--- config.mk ---
export PLATFORM = sky130hd
export DESIGN_NAME = nor_erase_decoder
export DESIGN_NICKNAME = d
export VERILOG_FILES = /design/src/rtl/nor_erase_pkg.sv /design/src/rtl/erase_sync.sv /design/src/rtl/erase_frame_rx.sv /design/src/rtl/erase_addr_map.sv /design/src/rtl/erase_busy_timer.sv /design/src/rtl/nor_erase_decoder.sv
export SDC_FILE = /design/constraint.sdc
export NUM_CORES = 1
export LEC_CHECK = 0
export BUFFER_PORTS_ARGS = -buffer_cell sky130_fd_sc_hd__buf_2
export CORE_MARGIN = 3
export CORE_UTILIZATION = 63
export DETAILED_ROUTE_END_ITERATION = 16
export GPL_TIMING_DRIVEN = 1
export PLACE_DENSITY_LB_ADDON = 0.3
export SETUP_SLACK_MARGIN = 0.3
export SLEW_MARGIN = 20
export SYNTH_ARGS = -nofsm -noshare
export SYNTH_HDL_FRONTEND = slang
export SYNTH_SLANG_ARGS = --single-unit
--- constraint.sdc ---
create_clock -name clk -period 3.3 [get_ports clk]
set_input_delay 0.66 -clock clk [delete_from_list [all_inputs] [get_ports clk]]
set_output_delay 0.66 -clock clk [all_outputs]
set_load 0.02 [all_outputs]
--- src/rtl/nor_erase_pkg.sv ---
package nor_erase_pkg;
  localparam int OP_W    = 8;
  localparam int ADDR_W  = 24;
  localparam int FRAME_W = OP_W + ADDR_W;
  localparam int BLK_W   = 10;
  localparam int SUB_W   = 4;
  localparam int SEC_W   = BLK_W - SUB_W;
  localparam int LSB_528 = 13;
  localparam int LSB_512 = 12;

  localparam logic [OP_W-1:0] OPC_BLOCK  = 8'h50;
  localparam logic [OP_W-1:0] OPC_SECTOR = 8'h7C;

  typedef enum logic {
    KIND_BLOCK  = 1'b0,
    KIND_SECTOR = 1'b1
  } erase_kind_e;

  typedef struct packed {
    erase_kind_e        kind;
    logic [BLK_W-1:0]   block;
    logic [SEC_W-1:0]   sector;
    logic               sub_b;
  } erase_cmd_t;
endpackage

--- src/rtl/erase_sync.sv ---
module erase_sync #(
  parameter int             STAGES  = 2,
  parameter int             W       = 3,
  parameter logic [W-1:0]   RST_VAL = '0
) (
  input  logic         clk,
  input  logic         rst_n,
  input  logic [W-1:0] d,
  output logic [W-1:0] q
);
  logic [W-1:0] stg [STAGES];

  always_ff @(posedge clk or negedge rst_n) begin
    if (!rst_n) begin
      for (int i = 0; i < STAGES; i++) stg[i] <= RST_VAL;
    end else begin
      stg[0] <= d;
      for (int i = 1; i < STAGES; i++) stg[i] <= stg[i-1];
    end
  end

  assign q = stg[STAGES-1];
endmodule

--- src/rtl/erase_frame_rx.sv ---
module erase_frame_rx
  import nor_erase_pkg::*;
(
  input  logic               clk,
  input  logic               rst_n,
  input  logic               sck_s,
  input  logic               cs_n_s,
  input  logic               mosi_s,
  output logic [FRAME_W-1:0] frame,
  output logic               frame_full,
  output logic               cs_rise
);
  localparam int CNT_W = $clog2(FRAME_W + 1);

  logic               sck_d, cs_d;
  logic [CNT_W-1:0]   cnt_q, cnt_nx;
  logic [FRAME_W-1:0] sh_q, sh_nx;
  logic               sck_rise;

  assign sck_rise   = sck_s & ~sck_d;
  assign cs_rise    = cs_n_s & ~cs_d;
  assign frame_full = (cnt_q == CNT_W'(FRAME_W));
  assign frame      = sh_q;

  always_comb begin
    cnt_nx = cnt_q;
    sh_nx  = sh_q;
    if (cs_n_s) begin
      cnt_nx = '0;
    end else if (sck_rise && !frame_full) begin
      sh_nx  = {sh_q[FRAME_W-2:0], mosi_s};
      cnt_nx = cnt_q + 1'b1;
    end
  end

  always_ff @(posedge clk or negedge rst_n) begin
    if (!rst_n) begin
      sck_d <= 1'b0;
      cs_d  <= 1'b1;
      cnt_q <= '0;
      sh_q  <= '0;
    end else begin
      sck_d <= sck_s;
      cs_d  <= cs_n_s;
      cnt_q <= cnt_nx;
      sh_q  <= sh_nx;
    end
  end
endmodule

--- src/rtl/erase_addr_map.sv ---
module erase_addr_map
  import nor_erase_pkg::*;
(
  input  logic [FRAME_W-1:0] frame,
  input  logic               page_512,
  output erase_cmd_t         cmd,
  output logic               cmd_ok
);
  logic [OP_W-1:0]   opcode;
  logic [ADDR_W-1:0] addr;
  logic [BLK_W-1:0]  idx;
  logic [SEC_W-1:0]  sec;
  logic              sec_zero;

  assign opcode   = frame[FRAME_W-1 -: OP_W];
  assign addr     = frame[ADDR_W-1:0];
  assign idx      = page_512 ? addr[LSB_512 +: BLK_W] : addr[LSB_528 +: BLK_W];
  assign sec      = idx[BLK_W-1 -: SEC_W];
  assign sec_zero = (sec == '0);

  always_comb begin
    cmd_ok     = 1'b0;
    cmd.kind   = KIND_BLOCK;
    cmd.block  = idx;
    cmd.sector = sec;
    cmd.sub_b  = 1'b0;
    unique case (opcode)
      OPC_BLOCK: begin
        cmd_ok = 1'b1;
      end
      OPC_SECTOR: begin
        cmd_ok   = 1'b1;
        cmd.kind = KIND_SECTOR;
        if (sec_zero) begin
          cmd.sub_b = |idx[SUB_W-1:0];
          cmd.block = BLK_W'(cmd.sub_b);
        end else begin
          cmd.block = {sec, {SUB_W{1'b0}}};
        end
      end
      default: cmd_ok = 1'b0;
    endcase
  end
endmodule

--- src/rtl/erase_busy_timer.sv ---
module erase_busy_timer #(
  parameter int CYCLES = 1000
) (
  input  logic clk,
  input  logic rst_n,
  input  logic load,
  output logic busy
);
  localparam int CNT_W = $clog2(CYCLES + 1);

  logic [CNT_W-1:0] cnt_q, cnt_nx;

  always_comb begin
    cnt_nx = cnt_q;
    if (load)              cnt_nx = CNT_W'(CYCLES);
    else if (cnt_q != '0)  cnt_nx = cnt_q - 1'b1;
  end

  always_ff @(posedge clk or negedge rst_n) begin
    if (!rst_n) cnt_q <= '0;
    else        cnt_q <= cnt_nx;
  end

  assign busy = (cnt_q != '0);
endmodule

--- src/rtl/nor_erase_decoder.sv ---
module nor_erase_decoder
  import nor_erase_pkg::*;
#(
  parameter int ERASE_CYCLES = 1000,
  parameter int SYNC_STAGES  = 2
) (
  input  logic             clk,
  input  logic             rst_n,
  input  logic             page_512,
  input  logic             spi_sck,
  input  logic             spi_cs_n,
  input  logic             spi_mosi,
  output logic             erase_start,
  output logic             erase_kind,
  output logic [BLK_W-1:0] erase_block,
  output logic [SEC_W-1:0] erase_sector,
  output logic             erase_sub_b,
  output logic             erase_req,
  output logic             status_ready,
  output logic             rdy_busy_n
);
  logic [2:0]         pins_s;
  logic [FRAME_W-1:0] frame;
  logic               frame_full, cs_rise;
  erase_cmd_t         cmd_dec, cmd_q;
  logic               cmd_ok, busy;
  logic               start_nx, start_q;

  erase_sync #(.STAGES(SYNC_STAGES), .W(3), .RST_VAL(3'b010)) u_sync (
    .clk   (clk),
    .rst_n (rst_n),
    .d     ({spi_sck, spi_cs_n, spi_mosi}),
    .q     (pins_s)
  );

  erase_frame_rx u_rx (
    .clk        (clk),
    .rst_n      (rst_n),
    .sck_s      (pins_s[2]),
    .cs_n_s     (pins_s[1]),
    .mosi_s     (pins_s[0]),
    .frame      (frame),
    .frame_full (frame_full),
    .cs_rise    (cs_rise)
  );

  erase_addr_map u_map (
    .frame    (frame),
    .page_512 (page_512),
    .cmd      (cmd_dec),
    .cmd_ok   (cmd_ok)
  );

  assign start_nx = cs_rise & frame_full & cmd_ok & ~busy;

  erase_busy_timer #(.CYCLES(ERASE_CYCLES)) u_timer (
    .clk   (clk),
    .rst_n (rst_n),
    .load  (start_nx),
    .busy  (busy)
  );

  always_ff @(posedge clk or negedge rst_n) begin
    if (!rst_n) begin
      start_q <= 1'b0;
      cmd_q   <= '0;
    end else begin
      start_q <= start_nx;
      if (start_nx) cmd_q <= cmd_dec;
    end
  end

  assign erase_start  = start_q;
  assign erase_kind   = cmd_q.kind;
  assign erase_block  = cmd_q.block;
  assign erase_sector = cmd_q.sector;
  assign erase_sub_b  = cmd_q.sub_b;
  assign erase_req    = busy;
  assign status_ready = ~busy;
  assign rdy_busy_n   = ~busy;
endmodule

==> flow_metrics.tcl <==
set metrics [dict create \
    gp_congestion 0.851 \
    setup_viol 0 \
    drc 0 \
    worstRegToRegCells 5 \
    synth_area_per_cell_um2 13.2 \
    drt_iter0_drc 113 \
    htree_levels 3 \
    endpoint "status_ready" \
    mostFrequentLayoutCells "dfrtp_1 (71), mux2_2 (30), buf_2 (27), nor2_1 (14), clkbuf_8 (10)" \
    initial_core_util_pct 67.0 \
    critPathLaunch "u_timer.cnt_q[5]$_DFFE_PN0P_" \
    die_area_um2 6090 \
    yosysSeqAreaShare_pct 56.8 \
    io_pins 28 \
    placedCellCount 332 \
    stdcell_count 348 \
    drtPass1Iterations 4 \
    synthArstFlopShare_pct 100 \
    critPathLaunchType "register" \
    endpoint_kind "output port" \
    grt_pass1_vias 1981 \
    coreArea_um2 4880 \
    clkTransAtPathRegs_ns 0.08 \
    layout_commonest_cell "dfrtp_1" \
    syn-instance-count 248 \
    synthTopCellsByArea "dfrtp_1 (54%), mux2_2 (10%), mux2_4 (3.2%)" \
    yosys_warnings 0 \
    clock_latency_ns 0.33 \
    p_per_area_nw_per_um2 501 \
    numCtsBuffers 9 \
    r2r_start "u_timer.cnt_q[5]$_DFFE_PN0P_" \
    ys_seq_elements 74 \
    tns_ns 0 \
    yosysTopAreaCellShare_pct 54.3 \
    cts_tree "built" \
    crit_type "register to output port" \
    drive_gt1_share_pct 34.2 \
    grt_pass1_wl_mm 9.38 \
    maxCapViolCount 0 \
    fin_crit_ns 2.74 \
    fmax_ghz 0.365 \
    clockRootBuffer "clkbuf_8" \
    rsz0062_at_grt "no" \
    via_per_inst 5.62 \
    netlist.top_cell.by_area "dfrtp_1" \
    worst_slew_pin_slew_ns 0.866 \
    status "finished, final reports clean" \
    max_slew_margin_pct 42.3 \
    final_nets 286 \
    path_max_fanout 15 \
    finalHoldViolCount 0 \
    timing.rr.end "erase_block[1]$_DFFE_PN0P_" \
    fin_skew_ns 0.00851 \
    synth_edf_count 0 \
    grt_max_degree 75 \
    num_vias 1957 \
    fin_ws_ns 0.564 \
    ctsHoldBuffers 0 \
    reg2reg_slack_ns 0.87 \
    antenna_found_initial 0 \
    ant_nets 0 \
    min_period_over_period_pct 82.9 \
    cts_max_path_buffers 2 \
    portBuffers 27 \
    diodes 0 \
    hp-class "register to register" \
    synth_cell_types 53 \
    die_h_um 78.0 \
    dp.final_hpwl_mm 3.55 \
    nFillCells 311 \
    pre_cts_ws_ns 0.654 \
    gr-total-overflow 0 \
    rows 25 \
    drt_wl_total_mm 5.18 \
    die_w_um 78.0 \
    synthFlopType "dfrtp_1" \
    postSynthNetCount 258 \
    cts.sinks 74 \
    synth.cell_area_um2 3270 \
    cp.required_ns 2.64 \
    postCtsSetupBuffers 0 \
    finalMaxSlewViolations 0 \
    p_leak_nw 1.77 \
    vdd.ir_drop.worst_uv 428 \
    avgRoutedWirePerCell_um 14.9 \
    arrival_ns 2.08 \
    syn2layout_area_growth_pct 11.8 \
    grt_usage_pct 19.8 \
]
==> state kept, by name, indices dropped and copies added (netlist names), 3 cells and up <==
name and count:
u_sync.stg 3, u_rx.cnt_q 6, erase_sector 5, erase_block 10
u_sync.q 3, u_rx.frame 32, u_timer.cnt_q 10
==> critical path, stage by stage (launching register included) <==
cell and delay [ns]:
dfrtp_1 0.44, nor4_2 0.49, nand3_1 0.31, clkinvlp_4 0.30, buf_2 0.21
==> logic make-up (layout without fill, tap and decap cells) <==
logic type / count (synthesis) / count (layout) / share of synthesized area [%]
adders and majority gates: 4 / 4 / 1.53
xor gates and xnor gates: 6 / 6 / 1.61
and+or+nand+nor: 59 / 59 / 11.0
muxes: 51 / 51 / 18.0
AOI/OAI and AO/OA: 34 / 34 / 7.85
DFF: 74 / 74 / 56.8
buffers and inverters: 20 / 53 / 3.25
==> per-stage QoR <==
stage               hold WS [ns]  total power [mW]  area [um2]  utilization (%)
floorplan                  0.331              1.06        3270                -
global placement           0.335              1.09        3430             70.3
detailed placement         0.341              1.10        3430             70.3
CTS                        0.357              1.85        3650             74.7
global route               0.361              1.91        3660             74.9
finish                     0.355              1.83        3660             74.9
==> what timing repair did <==
item / in CTS / in global routing
endpoints found under the hold margin: 0 / 0
gates resized for setup: 0 / 2
endpoints found under the setup margin: 0 / 2
==> report_power, final <==
part | switching (mW) | total (mW) | internal [mW]
combinational | 0.0433 | 0.0919 | 0.0486
clock | 0.313 | 0.754 | 0.441
sequential | 0.0268 | 0.988 | 0.961
==> cell type report <==
cell class | instances | area, um2 | area share [%]
Clock buffer | 10 | 138 | 3.76
Clock inverter | 6 | 80.1 | 2.19
Inverter | 8 | 33.8 | 0.924
Multi-Input combinational cell | 154 | 1320 | 36.0
Sequential cell | 74 | 1860 | 50.8
Tap cell | 67 | 83.8 | 2.29
Timing Repair Buffer | 29 | 150 | 4.11
==> synthesized netlist by cell type, types with 3 or more instances <==
library cell / number
a21oi_1: 6
nor4_2: 3
mux2_4: 7
mux2i_1: 9
o21a_1: 8
dfrtp_1: 71
clkbuf_1: 3
buf_2: 4
nand3_1: 3
nor3_1: 6
mux2_1: 5
nor2_1: 14
nor2b_1: 3
xor2_1: 4
inv_1: 8
nand2_1: 6
mux2_2: 30
dfstp_2: 3
ha_1: 4
nand4_1: 6
a211oi_1: 3
==> routing by layer <==
| layer | share of wire (%) | track usage (%) |
|---|---|---|
| met1 | 47 | 26.9 |
| met5 | 0 | 0 |
| met4 | 0.91 | 6.29 |
| met3 | 3.2 | 5.85 |
| met2 | 49 | 30.9 |
==> how the worst min path moves through the flow <==
stage | start | endpoint | slack, ns | depth (start not counted)
after floorplan | u_sync.stg[3]$_DFF_PN0_ | u_sync.q[0]$_DFF_PN0_ | 0.33 | 0
after global placement | u_sync.stg[5]$_DFF_PN0_ | u_sync.q[2]$_DFF_PN0_ | 0.33 | 0
after detailed placement | u_sync.stg[5]$_DFF_PN0_ | u_sync.q[2]$_DFF_PN0_ | 0.34 | 0
after CTS | u_sync.stg[5]$_DFF_PN0_ | u_sync.q[2]$_DFF_PN0_ | 0.36 | 0
after global routing | u_sync.stg[5]$_DFF_PN0_ | u_sync.q[2]$_DFF_PN0_ | 0.36 | 0
final | u_sync.stg[5]$_DFF_PN0_ | u_sync.q[2]$_DFF_PN0_ | 0.35 | 0
No activity file was read; power rests on OpenSTA's default activity.
